--- config.mk ---
export PLATFORM = sky130hd
export DESIGN_NAME = call_return_seq
export DESIGN_NICKNAME = d
export VERILOG_FILES = /design/src/rtl/crs_pkg.sv /design/src/rtl/crs_ctrl.sv /design/src/rtl/crs_datapath.sv /design/src/rtl/call_return_seq.sv
export SDC_FILE = /design/constraint.sdc
export NUM_CORES = 1
export LEC_CHECK = 0
export CAP_MARGIN = 20
export CORE_ASPECT_RATIO = 0.6
export CORE_MARGIN = 2
export CORE_UTILIZATION = 51
export DETAILED_ROUTE_END_ITERATION = 10
export GPL_TIMING_DRIVEN = 0
export PLACE_DENSITY = 0.81
export SYNTH_ARGS = -nofsm -noshare
export SYNTH_HDL_FRONTEND = slang
export SYNTH_SLANG_ARGS = --single-unit
--- constraint.sdc ---
create_clock -name clk -period 9.94 [get_ports clk]
set_clock_uncertainty 0.1 [all_clocks]
set_input_delay 2.485 -clock clk [delete_from_list [all_inputs] [get_ports clk]]
set_output_delay 2.485 -clock clk [all_outputs]
set_load 0.05 [all_outputs]
--- src/rtl/crs_pkg.sv ---
package crs_pkg;

  typedef enum logic [2:0] {
    OP_CALL  = 3'd0,
    OP_PCALL = 3'd1,
    OP_TCALL = 3'd2,
    OP_BRK   = 3'd3,
    OP_RET   = 3'd4,
    OP_RETI  = 3'd5
  } opClass_e;

  typedef enum logic [1:0] {
    BUS_IDLE,
    BUS_PUSH,
    BUS_POP,
    BUS_READ
  } busOp_e;

  typedef enum logic [1:0] {
    SRC_RETHI,
    SRC_RETLO,
    SRC_PSW
  } pushSrc_e;

  typedef enum logic [1:0] {
    RA_NEXT1,
    RA_NEXT2,
    RA_VEC0,
    RA_VEC1
  } rdAddr_e;

  typedef enum logic [2:0] {
    LD_NONE,
    LD_PCLO,
    LD_PCHI,
    LD_PSW,
    LD_PAGE
  } load_e;

  typedef struct packed {
    logic     capture;
    busOp_e   busOp;
    pushSrc_e pushSrc;
    rdAddr_e  rdAddr;
    load_e    load;
    logic     done;
  } ctl_t;

  localparam int unsigned NUM_CLASSES = 6;

endpackage

--- src/rtl/crs_ctrl.sv ---
module crs_ctrl
  import crs_pkg::*;
#(
  parameter int unsigned CLASS_W = 3
) (
  input  logic               clk,
  input  logic               rstN,
  input  logic               start,
  input  logic [CLASS_W-1:0] opClass,
  output ctl_t               ctl,
  output logic               busy
);

  localparam int unsigned MAX_STEP = 6;
  localparam int unsigned STEP_W   = $clog2(MAX_STEP + 1);

  logic              active;
  opClass_e          op;
  logic [STEP_W-1:0] step;
  logic              classOk;

  assign classOk = (opClass < CLASS_W'(NUM_CLASSES));
  assign busy    = active;

  always_ff @(posedge clk or negedge rstN) begin
    if (!rstN) begin
      active <= 1'b0;
      op     <= OP_CALL;
      step   <= '0;
    end else if (ctl.capture) begin
      active <= 1'b1;
      op     <= opClass_e'(opClass);
      step   <= '0;
    end else if (active) begin
      if (ctl.done) begin
        active <= 1'b0;
        step   <= '0;
      end else begin
        step <= step + 1'b1;
      end
    end
  end

  always_comb begin
    ctl         = '0;
    ctl.busOp   = BUS_IDLE;
    ctl.pushSrc = SRC_RETHI;
    ctl.rdAddr  = RA_NEXT1;
    ctl.load    = LD_NONE;
    ctl.capture = start && !active && classOk;
    if (active) begin
      unique case (op)
        OP_CALL, OP_TCALL, OP_BRK: begin
          unique case (step)
            3'd0: ctl.busOp = BUS_PUSH;
            3'd1: begin ctl.busOp = BUS_PUSH; ctl.pushSrc = SRC_RETLO; end
            3'd2: if (op == OP_BRK) begin
                    ctl.busOp = BUS_PUSH; ctl.pushSrc = SRC_PSW;
                  end
            3'd3: begin
                    ctl.busOp  = BUS_READ;
                    ctl.rdAddr = (op == OP_CALL) ? RA_NEXT1 : RA_VEC0;
                    ctl.load   = LD_PCLO;
                  end
            3'd4: begin
                    ctl.busOp  = BUS_READ;
                    ctl.rdAddr = (op == OP_CALL) ? RA_NEXT2 : RA_VEC1;
                    ctl.load   = LD_PCHI;
                  end
            3'd6: ctl.done = 1'b1;
            default: ;
          endcase
        end
        OP_PCALL: begin
          unique case (step)
            3'd0: ctl.busOp = BUS_PUSH;
            3'd1: begin ctl.busOp = BUS_PUSH; ctl.pushSrc = SRC_RETLO; end
            3'd2: begin ctl.busOp = BUS_READ; ctl.rdAddr = RA_NEXT1; ctl.load = LD_PAGE; end
            3'd3: begin ctl.busOp = BUS_READ; ctl.rdAddr = RA_VEC0; end
            3'd4: begin ctl.busOp = BUS_READ; ctl.rdAddr = RA_VEC1; ctl.done = 1'b1; end
            default: ;
          endcase
        end
        OP_RET: begin
          unique case (step)
            3'd0: begin ctl.busOp = BUS_POP; ctl.load = LD_PCLO; end
            3'd1: begin ctl.busOp = BUS_POP; ctl.load = LD_PCHI; end
            3'd3: ctl.done = 1'b1;
            default: ;
          endcase
        end
        OP_RETI: begin
          unique case (step)
            3'd0: begin ctl.busOp = BUS_POP; ctl.load = LD_PSW; end
            3'd1: begin ctl.busOp = BUS_POP; ctl.load = LD_PCLO; end
            3'd2: begin ctl.busOp = BUS_POP; ctl.load = LD_PCHI; end
            3'd4: ctl.done = 1'b1;
            default: ;
          endcase
        end
        default: ctl.done = 1'b1;
      endcase
    end
  end

  AST_DONE_ENDS: assert property (@(posedge clk) disable iff (!rstN)
    ctl.done |=> !busy) else $error("done not followed by idle");

  AST_STEP_BOUND: assert property (@(posedge clk) disable iff (!rstN)
    active |-> step <= STEP_W'(MAX_STEP)) else $error("step overrun");

  AST_BUSY_HELD: assert property (@(posedge clk) disable iff (!rstN)
    (active && !ctl.done) |=> active) else $error("instruction cut short");

  AST_IDLE_QUIET: assert property (@(posedge clk) disable iff (!rstN)
    !active |-> (ctl.busOp == BUS_IDLE && !ctl.done)) else $error("bus activity while idle");

endmodule

--- src/rtl/crs_datapath.sv ---
module crs_datapath
  import crs_pkg::*;
#(
  parameter int unsigned DATA_W     = 8,
  parameter int unsigned IDX_W      = 4,
  parameter int unsigned CLASS_W    = 3,
  parameter logic [7:0]  STACK_PAGE = 8'h01,
  parameter logic [7:0]  PAGE_HI    = 8'hFF,
  parameter logic [15:0] BRK_VEC    = 16'hFFDE
) (
  input  logic                clk,
  input  logic                rstN,
  input  ctl_t                ctl,
  input  logic [CLASS_W-1:0]  opClass,
  input  logic [2*DATA_W-1:0] pcIn,
  input  logic [DATA_W-1:0]   spIn,
  input  logic [DATA_W-1:0]   pswIn,
  input  logic [IDX_W-1:0]    tableIdx,
  input  logic [DATA_W-1:0]   rdData,
  output logic [2*DATA_W-1:0] busAddr,
  output logic                rdEn,
  output logic                wrEn,
  output logic [DATA_W-1:0]   wrData,
  output logic [DATA_W-1:0]   spOut,
  output logic [2*DATA_W-1:0] pcOut,
  output logic [DATA_W-1:0]   pswOut,
  output logic                pswLoad
);

  localparam int unsigned PC_W = 2 * DATA_W;

  logic [DATA_W-1:0] sp;
  logic [PC_W-1:0]   opAddr;
  logic [PC_W-1:0]   retAddr;
  logic [PC_W-1:0]   vecAddr;
  logic [PC_W-1:0]   newPc;
  logic [DATA_W-1:0] pswSave;
  logic [DATA_W-1:0] pswPop;
  logic              pswHeld;

  function automatic logic [PC_W-1:0] instLen(input logic [CLASS_W-1:0] cls);
    unique case (opClass_e'(cls))
      OP_CALL:  return PC_W'(3);
      OP_PCALL: return PC_W'(2);
      default:  return PC_W'(1);
    endcase
  endfunction

  always_ff @(posedge clk or negedge rstN) begin
    if (!rstN) begin
      sp      <= '0;
      opAddr  <= '0;
      retAddr <= '0;
      vecAddr <= '0;
      newPc   <= '0;
      pswSave <= '0;
      pswPop  <= '0;
      pswHeld <= 1'b0;
    end else if (ctl.capture) begin
      sp      <= spIn;
      opAddr  <= pcIn;
      retAddr <= pcIn + instLen(opClass);
      pswSave <= pswIn;
      pswHeld <= 1'b0;
      vecAddr <= (opClass_e'(opClass) == OP_TCALL)
                 ? BRK_VEC - (PC_W'(tableIdx) << 1) : BRK_VEC;
    end else begin
      unique case (ctl.busOp)
        BUS_PUSH: sp <= sp - 1'b1;
        BUS_POP:  sp <= sp + 1'b1;
        default:  ;
      endcase
      unique case (ctl.load)
        LD_PCLO: newPc[DATA_W-1:0]    <= rdData;
        LD_PCHI: newPc[PC_W-1:DATA_W] <= rdData;
        LD_PSW:  begin pswPop <= rdData; pswHeld <= 1'b1; end
        LD_PAGE: begin
                   newPc   <= {PAGE_HI, rdData};
                   vecAddr <= {PAGE_HI, rdData};
                 end
        default: ;
      endcase
    end
  end

  always_comb begin
    busAddr = '0;
    wrData  = '0;
    unique case (ctl.busOp)
      BUS_PUSH: begin
        busAddr = {STACK_PAGE, sp};
        unique case (ctl.pushSrc)
          SRC_RETHI: wrData = retAddr[PC_W-1:DATA_W];
          SRC_RETLO: wrData = retAddr[DATA_W-1:0];
          default:   wrData = pswSave;
        endcase
      end
      BUS_POP: busAddr = {STACK_PAGE, sp + 1'b1};
      BUS_READ: begin
        unique case (ctl.rdAddr)
          RA_NEXT1: busAddr = opAddr + PC_W'(1);
          RA_NEXT2: busAddr = opAddr + PC_W'(2);
          RA_VEC0:  busAddr = vecAddr;
          default:  busAddr = vecAddr + PC_W'(1);
        endcase
      end
      default: ;
    endcase
  end

  assign rdEn    = (ctl.busOp == BUS_POP) || (ctl.busOp == BUS_READ);
  assign wrEn    = (ctl.busOp == BUS_PUSH);
  assign spOut   = sp;
  assign pcOut   = newPc;
  assign pswOut  = pswPop;
  assign pswLoad = ctl.done && pswHeld;

  AST_POP_INC: assert property (@(posedge clk) disable iff (!rstN)
    (ctl.busOp == BUS_POP) |=> spOut == $past(busAddr[DATA_W-1:0]))
    else $error("pop left wrong stack pointer");

  AST_POP_PAGE: assert property (@(posedge clk) disable iff (!rstN)
    (ctl.busOp == BUS_POP) |-> busAddr[PC_W-1:DATA_W] == STACK_PAGE)
    else $error("pop outside stack page");

  AST_PSW_PULSE: assert property (@(posedge clk) disable iff (!rstN)
    pswLoad |=> !pswLoad) else $error("status restore longer than a cycle");

endmodule

--- src/rtl/call_return_seq.sv ---
module call_return_seq
  import crs_pkg::*;
#(
  parameter int unsigned DATA_W     = 8,
  parameter int unsigned IDX_W      = 4,
  parameter logic [7:0]  STACK_PAGE = 8'h01,
  parameter logic [7:0]  PAGE_HI    = 8'hFF,
  parameter logic [15:0] BRK_VEC    = 16'hFFDE
) (
  input  logic                clk,
  input  logic                rstN,
  input  logic                start,
  input  logic [2:0]          opClass,
  input  logic [2*DATA_W-1:0] pcIn,
  input  logic [DATA_W-1:0]   spIn,
  input  logic [DATA_W-1:0]   pswIn,
  input  logic [IDX_W-1:0]    tableIdx,
  input  logic [DATA_W-1:0]   rdData,
  output logic [2*DATA_W-1:0] busAddr,
  output logic                rdEn,
  output logic                wrEn,
  output logic [DATA_W-1:0]   wrData,
  output logic [DATA_W-1:0]   spOut,
  output logic [2*DATA_W-1:0] pcOut,
  output logic [DATA_W-1:0]   pswOut,
  output logic                pswLoad,
  output logic                done,
  output logic                busy
);

  ctl_t ctl;

  crs_ctrl #(.CLASS_W(3)) uCtrl (
    .clk     (clk),
    .rstN    (rstN),
    .start   (start),
    .opClass (opClass),
    .ctl     (ctl),
    .busy    (busy)
  );

  crs_datapath #(
    .DATA_W     (DATA_W),
    .IDX_W      (IDX_W),
    .CLASS_W    (3),
    .STACK_PAGE (STACK_PAGE),
    .PAGE_HI    (PAGE_HI),
    .BRK_VEC    (BRK_VEC)
  ) uPath (
    .clk      (clk),
    .rstN     (rstN),
    .ctl      (ctl),
    .opClass  (opClass),
    .pcIn     (pcIn),
    .spIn     (spIn),
    .pswIn    (pswIn),
    .tableIdx (tableIdx),
    .rdData   (rdData),
    .busAddr  (busAddr),
    .rdEn     (rdEn),
    .wrEn     (wrEn),
    .wrData   (wrData),
    .spOut    (spOut),
    .pcOut    (pcOut),
    .pswOut   (pswOut),
    .pswLoad  (pswLoad)
  );

  assign done = ctl.done;

  AST_PUSH_DEC: assert property (@(posedge clk) disable iff (!rstN)
    wrEn |=> spOut == $past(busAddr[DATA_W-1:0]) - 1'b1)
    else $error("push left wrong stack pointer");

  AST_WR_PAGE: assert property (@(posedge clk) disable iff (!rstN)
    wrEn |-> busAddr[2*DATA_W-1:DATA_W] == STACK_PAGE)
    else $error("write outside stack page");

  AST_ONE_STROBE: assert property (@(posedge clk) disable iff (!rstN)
    !(rdEn && wrEn)) else $error("read and write together");

  AST_DONE_BUSY: assert property (@(posedge clk) disable iff (!rstN)
    done |-> busy) else $error("done outside instruction");

endmodule

### Yosys cells after proc, flatten, opt, wreduce, memory -nomap -nowiden

Index checks and enable logic that the tools add are counted.

* register bits after elaboration: 96
* input port bits: 50
* output and inout port bits: 61
* word-level logic and storage cells: 111

* add/subtract/negate cells: 8
* $lt $le $gt $ge: 1
* eq/ne operators: 22
* mux-type cells: 42
* bitwise operators: 1
* reduce and logical (&&, ||, !) cells: 25

Operator list (number)
* one-hot mux 16 bit (3 select lines): 2
* 2-to-1 mux 16 bit: 4
* one-hot mux 8 bit (2 select lines): 3
* adder 16 x 1 -> 16 bit, second input constant: 2
* == test 3 x 2 -> 1 bit, second input constant: 7
* one-hot mux 2 bit (2 select lines): 5
* adder 16 bit: 1
* adder 16 x 2 -> 16 bit, second input constant: 1
* 2-to-1 mux 8 bit: 2
* == test 3 bit, second input constant: 5
* 2-to-1 mux 3 bit: 5
* == test 3 x 1 -> 1 bit, second input constant: 4
* one-hot mux 2 bit (3 select lines): 2
* one-hot mux 3 bit (4 select lines): 1
* 2-to-1 mux 10 bit: 1
* one-hot mux 5 bit (2 select lines): 1
* zero test 3 bit: 3
* 2-to-1 mux 1 bit: 9
* OR reduction 3 bit: 3
* adder 8 x 1 -> 8 bit, second input constant: 1
* 2-to-1 mux 2 bit: 4
* one-hot mux 2 bit (4 select lines): 1
* one-hot mux 4 bit (2 select lines): 1
* nonzero test 2 bit: 4
* 15 further kinds: 27

### Depth between registers and ports, before layout

Gate-level depths: netlist (run 1).

* word-level depth: 8
* gate-level depth with buffers: 16
* mapped depth without buffers: 12

### Hierarchy

A second synthesis (run 1) with hierarchy kept.

* cells, all modules: 651
* area, all modules: 5835.6 µm²

By module, submodules not included
* crs_datapath: instances 1, cells an instance 575, area an instance 5208.7 µm², seq. area each 2052.0 µm²
* crs_ctrl: instances 1, cells an instance 76, area an instance 626.9 µm², seq. area each 175.2 µm²

### Worst setup path before layout (run 1)

OpenSTA, ideal clock, no wires.

* kind: register -> output
* start: register uCtrl.step[0]
* end: output busAddr[10]
* arrival time: 4.122 ns
* data required time: 7.355 ns
* path slack: 3.233 ns
* stages on the path, launching flop included: 16
* path buffers: 3
* cell sequence: dfrtp_1 ha_1 ha_1 nor2b_1 o21ai_0 o211ai_1 ha_1 buf_6 buf_6 clkbuf_1 mux2_2 ha_1 o221a_2 nand3_1 xnor2_1 a211oi_1

* longest elaborated chain between the ends: 7
* elaborated cells on any way between the ends: 26
* classes of those cells: eq/ne: 9; mux: 11; reduce/logical: 6

RTL lines
* start, declared: RTL line crs_ctrl.sv:19 `logic [STEP_W-1:0] step;`
* start signal, assigned: RTL line crs_ctrl.sv:39 `step <= step + 1'b1;`
* == test 3 bit, or another cell as far along: RTL line crs_ctrl.sv:54, crs_ctrl.sv:75
* one-hot mux 2 bit (2 select lines), or another cell as far along: RTL line crs_ctrl.sv:75 `unique case (step)`
* one-hot mux 4 bit (2 select lines), or another cell as far along: RTL line crs_ctrl.sv:52 `unique case (op)`
* 2-to-1 mux 10 bit *: RTL line crs_ctrl.sv:51 `if (active) begin`
* == test 2 bit, or another cell as far along: RTL line crs_datapath.sv:100 `unique case (ctl.rdAddr)`
* one-hot mux 16 bit (3 select lines), or another cell as far along: RTL line crs_datapath.sv:100
* one-hot mux 16 bit (3 select lines) *: RTL line crs_datapath.sv:89 `unique case (ctl.busOp)`
* end, declared: RTL line call_return_seq.sv:19 `output logic [2*DATA_W-1:0] busAddr,`

Every way passes the cells marked *; elsewhere a longest branch is shown, timed or not.

### Final worst setup path (run 1)

Same ends and word-level chain as after synthesis.

==> results of run 1 <==
[where the power goes]
part | internal [uW] | switching [uW]
combinational | 621 | 1140
clock | 180 | 175
sequential | 533 | 147
total | 1330 | 1460
[synth_stat cells, drive strengths merged, types with 12 or more instances]
| master | n |
|---|---|
| a21oi | 27 |
| inv | 22 |
| nand3 | 17 |
| xor2 | 12 |
| nand2 | 125 |
| mux2 | 18 |
| mux2i | 16 |
| nor2 | 36 |
| ha | 14 |
| and3 | 12 |
| buf | 20 |
| xnor2 | 26 |
| clkbuf | 25 |
| dfrtp | 89 |
| o21ai | 46 |
| nor3 | 15 |
[logic make-up (layout without fill, tap and decap cells)]
group | after synthesis | in the layout | synth area share [%]
compound gates | 168 | 168 | 19.36
simple gates | 273 | 273 | 22.67
flops | 89 | 89 | 37.54
xor+xnor | 38 | 38 | 5.611
mux | 34 | 34 | 6.117
fa+ha+maj | 15 | 15 | 3.290
buf+inv | 68 | 196 | 5.399
[layout make-up]
type	instances	area (um2)	share of cell area, %
multi-input cells	528	3385	44.68
flip-flops and latches	89	2227	29.40
repair buffers	112	1131	14.93
plain buffers	46	237.7	3.138
clock buffers	9	225.2	2.973
well taps	160	200.2	2.643
clock inverters	7	86.33	1.140
inverters	22	82.58	1.090
[state kept, by name (all words and copies together), names as in the netlist]
register and flops:
uPath.opAddr 16, uPath.pcOut 16, uPath.retAddr 16, uPath.vecAddr 9, uPath.pswOut 8, uPath.pswSave 8
uPath.spOut 8, uCtrl.op 3, uCtrl.step 3, uCtrl.busy 1, uPath.pswHeld 1
[worst min-delay path, cell delays in order (launching register included)]
cell and delay (ps):
dfrtp_1 350, nand2_1 50, o21ai_0 60
[routing by layer]
layer | up-vias | wire length, um
met5 | - | 0
met4 | 0 | 397
met3 | 35 | 2067
met2 | 355 | 7853
met1 | 2901 | 9023
li1 | 2723 | -
[cell usage in the layout (no fill, tap or decap), types with 5 or more instances in the layout]
cell and count:
buf_1 5, o21a_1 8, and3_1 8, and2_1 6, a222oi_1 9, o31ai_1 6, dfrtp_1 89, nor2b_1 10
a21o_1 7, a21oi_1 27, nor4_1 6, nand4_1 8, nand3_1 17, nor2_1 36, o21ai_0 45, mux2i_1 16
inv_1 22, clkbuf_1 23, clkdlybuf4s50_1 109, o211ai_1 8, buf_2 10, clkbuf_16 9, ha_1 14, xor2_1 12
a211oi_1 9, nand2_1 125, mux2_2 18, a31oi_1 9, nor3_1 14, a22oi_1 5, xnor2_1 26, or4_1 10
[through the flow]
stage / cell area (um2) / utilization, % / std cells / hold WS, ps / power [uW]
after global routing: 7575 / 66.82 / 973 / 413.4 / 2954
final: 7575 / 66.82 / 973 / 387.8 / 2796
after detailed placement: 7263 / 64.07 / 957 / 369.6 / 2418
after floorplan: 5932 / - / 685 / 339.2 / 1852
after global placement: 7233 / 63.81 / 955 / 359.8 / 2376
after CTS: 7575 / 66.82 / 973 / 390.5 / 2774
[path summary, 6_finish.rpt]
check	start	to	slack, ps	cells past startpoint
max	uCtrl.step[0]	busAddr[10]	2110	16
min	uPath.retAddr[3]	uPath.retAddr[3]	390	2
max reg2reg	uCtrl.step[0]	uPath.pcOut[3]	7230	9
min reg2reg	uPath.retAddr[3]	uPath.retAddr[3]	390	2
max in group asynchronous	rstN	uPath.retAddr[0]	7070	2
min in group asynchronous	rstN	uCtrl.step[2]	2030	1
==> impl_metrics.json, run 1 <==
{
  "clock.fmax_mhz": 127.7,
  "report.final.setup_viol": 0,
  "via_count": 6014,
  "ys_warn_count": 0,
  "drive_above_1_share_pct": 8.610,
  "worstMarginPinSlew_ps": 1144,
  "synth-edff-count": 0,
  "postCtsHoldBufs": 0,
  "grt_use_met2_pct": 44.93,
  "crit_family": "buffers and inverters",
  "worstPathArrival_ps": 5250,
  "initial_core_util_pct": 52.33,
  "antenna_left": 0,
  "status": "completed",
  "synth_top_area_share_pct": 37.54,
  "drtIter0Drc": 913,
  "ys_types": 72,
  "antenna_found_initial": 0,
  "dr.pass1.iters": 7,
  "start_kind": "register",
  "synthesis.area_um2": 5932,
  "die_y_um": 87.54,
  "clock_sinks": 89,
  "cp_num_buf_inv": 4,
  "synth_ff_type": "dfrtp_1",
  "core_um2": 11340,
  "ys_seq_area_share_pct": 37.54,
  "netlist_instances": 685,
  "drc": 0,
  "top_usage_layer": "met1",
  "slowest_delay_ps": 850,
  "syn_to_final_growth_pct": 27.69,
  "dieArea_um2": 12540,
  "power.density_nw_per_um2": 369.2,
  "synth_area_per_cell_um2": 8.660,
  "dieWidth_um": 143.2,
  "grt_max_degree": 48,
  "syn-num-nets": 750,
  "grt_pass1_wl_um": 30460,
  "hpwlAfterDp_um": 14670,
  "hold_viol": 0,
  "async_reset_ff_share_pct": 100.0,
  "insertion_delay_ps": 350,
  "fin_crit_ps": 7833,
  "cap_viol_max_count": 0,
  "cts.clk_slew.worst_paths_ps": 70,
  "worst_path_most_repeated_cell": "ha_1",
  "synth-seq-cells": 89,
  "crit_slowest_cell": "clkdlybuf4s50_1",
  "place.gp.congestion": 0.9475,
  "htreeDepth": 3,
  "period_share_pct": 78.81,
  "cts_setup_buffers": 0,
  "vdd_drop_max_v": 0.0001839,
  "post-place-ws_ps": 2648,
  "leakagePower_uw": 0.003241,
  "antenna_cells": 0,
  "clockBufferDepth": 2,
  "grt_pass1_vias": 5599,
  "setup_ws_ps": 2107,
  "met1_usage_pct": 47.37,
  "cts-root-buf": "clkbuf_16",
  "cts_inserted_buffers": 9,
  "post_cts_resized": 0,
  "placement_rows": 30,
  "rsz0062_at_grt": "no",
  "path_cells": "ha_1 -> ha_1 -> nor2b_1 -> o21ai_0 -> o211ai_1 -> ha_1 -> buf_6 -> buf_6 -> clkbuf_1 -> mux2_2 -> ha_1 -> o221a_2 -> nand3_1 -> xnor2_1 -> a211oi_1 -> clkdlybuf4s50_1",
  "port_buffers": 110,
  "crit_fanout": 10,
  "nets": 873,
  "hold_path.class": "reg2reg",
  "slew_viol_final": 0,
  "worstSetupEndpointType": "output port",
  "cts_tree": "built",
  "crit_required_ps": 7360,
  "grt_use_total_pct": 31.56,
  "slew_headroom_pct": 23.70,
  "wl_per_cell_um": 19.88,
  "ios": 111,
  "viasPerCell": 6.181,
  "critical_path_class": "reg2out",
  "grt.overflow.total": 0,
  "synthTopCellsByArea": "dfrtp_1 38%, nand2_1 7.9%, xnor2_1 3.8%",
  "finalWirelength_um": 19340,
  "nFillCells": 949,
  "synth_area_leader_cell": "dfrtp_1",
  "grtUsageMet3_pct": 8.037,
  "tns_ps": 0
}
(Power assumes the default switching activity.)
==> run 2: changes to the inputs <==
- CORE_UTILIZATION: 51 -> 48
- PLACE_DENSITY: 0.81 -> 0.8
- clock period: 9.94 -> 6.4 ns (I/O delays scaled with it)
==> run 2 against run 1 <==
  * Sequential cell count unchanged
  * Utilization decreased by 3.8 points
  * Power grew 55%
  * Critical endpoint is now busAddr[5]
  * Clock-buffer cell count grew 1
  * Largest cell class unchanged
==> impl_metrics.json, run 2 (synthesis gave the netlist of run 1 again) <==
{
  "grt_max_degree": 48,
  "leakagePower_uw": 0.003391,
  "tns_ps": 0,
  "clock.fmax_mhz": 162.4,
  "placement_rows": 31,
  "final_cell_mix": "125 x nand2_1, 99 x clkdlybuf4s50_1, 89 x dfrtp_1, 45 x o21ai_0, 36 x nor2_1",
  "endpoint": "busAddr[5]",
  "insertion_delay_ps": 350,
  "initial_core_util_pct": 49.18,
  "p_int_uw": 2097,
  "r2r_end": "uPath.pcOut[0]",
  "hold_slack_ps": 387.1,
  "htreeDepth": 3,
  "multi_input_area_um2": 3385,
  "worstMarginPinSlew_ps": 985.8,
  "cts_tree": "built",
  "wl_per_cell_um": 19.52,
  "drc": 0,
  "dieWidth_um": 147.5,
  "top_usage_layer": "met1",
  "slew_headroom_pct": 33.72,
  "start_kind": "register",
  "critical_path_class": "reg2out",
  "cp-startpoint": "uCtrl.step[0]",
  "rsz0062_at_grt": "no",
  "crit_required_ps": 4700,
  "rr_worst_depth": 9,
  "grt_pass1_wl_um": 31020,
  "place.gp.congestion": 0.9321,
  "drtIter0Drc": 595,
  "period_share_pct": 96.19,
  "p_sw_share_pct": 51.58,
  "worstSetupEndpointType": "output port",
  "syn_to_final_growth_pct": 28.14,
  "antenna_left": 0,
  "p_comb_share_pct": 62.7,
  "power_frac_seq_pct": 24.5,
  "layout_commonest_cell": "nand2_1",
  "clockPowerShare_pct": 12.8,
  "holdPathStages": 2,
  "viasPerCell": 6.096,
  "grt_pass1_vias": 5593,
  "crit_fanout": 10,
  "hpwlAfterDp_um": 14610,
  "cap_viol_max_count": 0,
  "clock_sinks": 89,
  "report.final.setup_viol": 0,
  "finalWirelength_um": 19110,
  "met1_usage_pct": 44.86,
  "grt_use_total_pct": 29.37,
  "dr.pass1.iters": 7,
  "dieArea_um2": 13290,
  "cts-root-buf": "clkbuf_16",
  "vdd_drop_max_v": 0.0003097,
  "power.density_nw_per_um2": 569.7,
  "via_count": 5968,
  "nFillCells": 1048,
  "p_sw_uw": 2233,
  "cts_inserted_buffers": 9,
  "hold_path.class": "reg2reg",
  "antenna_cells": 0,
  "postLayoutCellArea_um2": 7601,
  "grt.overflow.total": 0,
  "hold_viol": 0,
  "slew_viol_final": 0,
  "dpl_cell_area_um2": 7264,
  "antenna_found_initial": 0,
  "status": "completed",
  "cts.clk_slew.worst_paths_ps": 70,
  "port_buffers": 110,
  "r2r-start": "uCtrl.step[0]",
  "nets": 874,
  "worstPathArrival_ps": 4460,
  "grtUsageMet3_pct": 6.193,
  "ios": 111,
  "die_y_um": 90.11,
  "regToRegSetupSlack_ps": 3700,
  "clockBufferDepth": 2,
  "fin_crit_ps": 6156,
  "grt_use_met2_pct": 42.64,
  "regArea_um2": 2227,
  "core_um2": 12060,
  "drive_above_1_share_pct": 8.845
}
run 2: final cells by class:
type / count / area share [%]
inverter: 22 / 1.086
multi-input combinational: 528 / 44.53
clock inverter: 6 / 0.9547
clock buffer: 10 / 3.012
tap: 165 / 2.716
buffer: 45 / 3.095
sequential: 89 / 29.30
timing repair buffer: 114 / 15.31
run 2: through the flow:
step,util [%],worst slack [ps],cells,power (uW)
3_3_place_gp,60.01,59.03,960,3690
6_report,63.01,244.0,979,4330
4_1_cts,62.79,106.0,978,4302
5_1_grt,63.01,41.53,979,4573
3_5_place_dp,60.22,68.12,961,3743
2_1_floorplan,-,577.7,685,2877
run 2: power by group through the flow:
stage,logic [uW],registers [uW],clock network [uW]
3_5_place_dp,2680,1060,0
2_1_floorplan,1520,1360,0
4_1_cts,2690,1050,560
3_3_place_gp,2640,1050,0
5_1_grt,2900,1090,587
6_report,2720,1060,554
run 2: how the worst min path moves through the flow:
stage	start	to	slack [ps]
2_1_floorplan	uPath.pswHeld	uPath.pswHeld	340
3_3_place_gp	uPath.pswSave[0]	uPath.pswSave[0]	360
3_5_place_dp	uPath.retAddr[1]	uPath.retAddr[1]	360
4_1_cts	uPath.retAddr[1]	uPath.retAddr[1]	380
5_1_grt	uPath.pcOut[8]	uPath.pcOut[8]	400
6_report	uPath.pswSave[3]	uPath.pswSave[3]	390
run 2: critical path: stages, from the launching register on:
cell and delay [ps]:
dfrtp_1 440, ha_1 300, ha_1 240, nor2b_1 50
o21ai_0 160, o211ai_1 210, ha_1 360, clkbuf_1 390
inv_1 280, clkbuf_2 290, a221o_1 300, o211ai_1 160
o211ai_1 180, clkdlybuf4s50_1 730
run 2: what timing repair did:
item	4_1_cts	5_1_grt
hold buffers	0	0
setup buffers	2	0
gates resized for setup	2	10
pin swaps	1	0
endpoints found under the setup margin	13	9
run 2: routing by layer:
metal | wire [um] | vias up
met4 | 212 | 0
met3 | 1877 | 20
met2 | 8047 | 316
met1 | 8974 | 2910
li1 | - | 2722
met5 | 0 | -
==> run 3: changes to the inputs <==
- ABC_CLOCK_PERIOD_IN_PS: default -> 6400
==> results of run 3 <==
The final DEF is identical to that of run 2; final timing and power are the same.
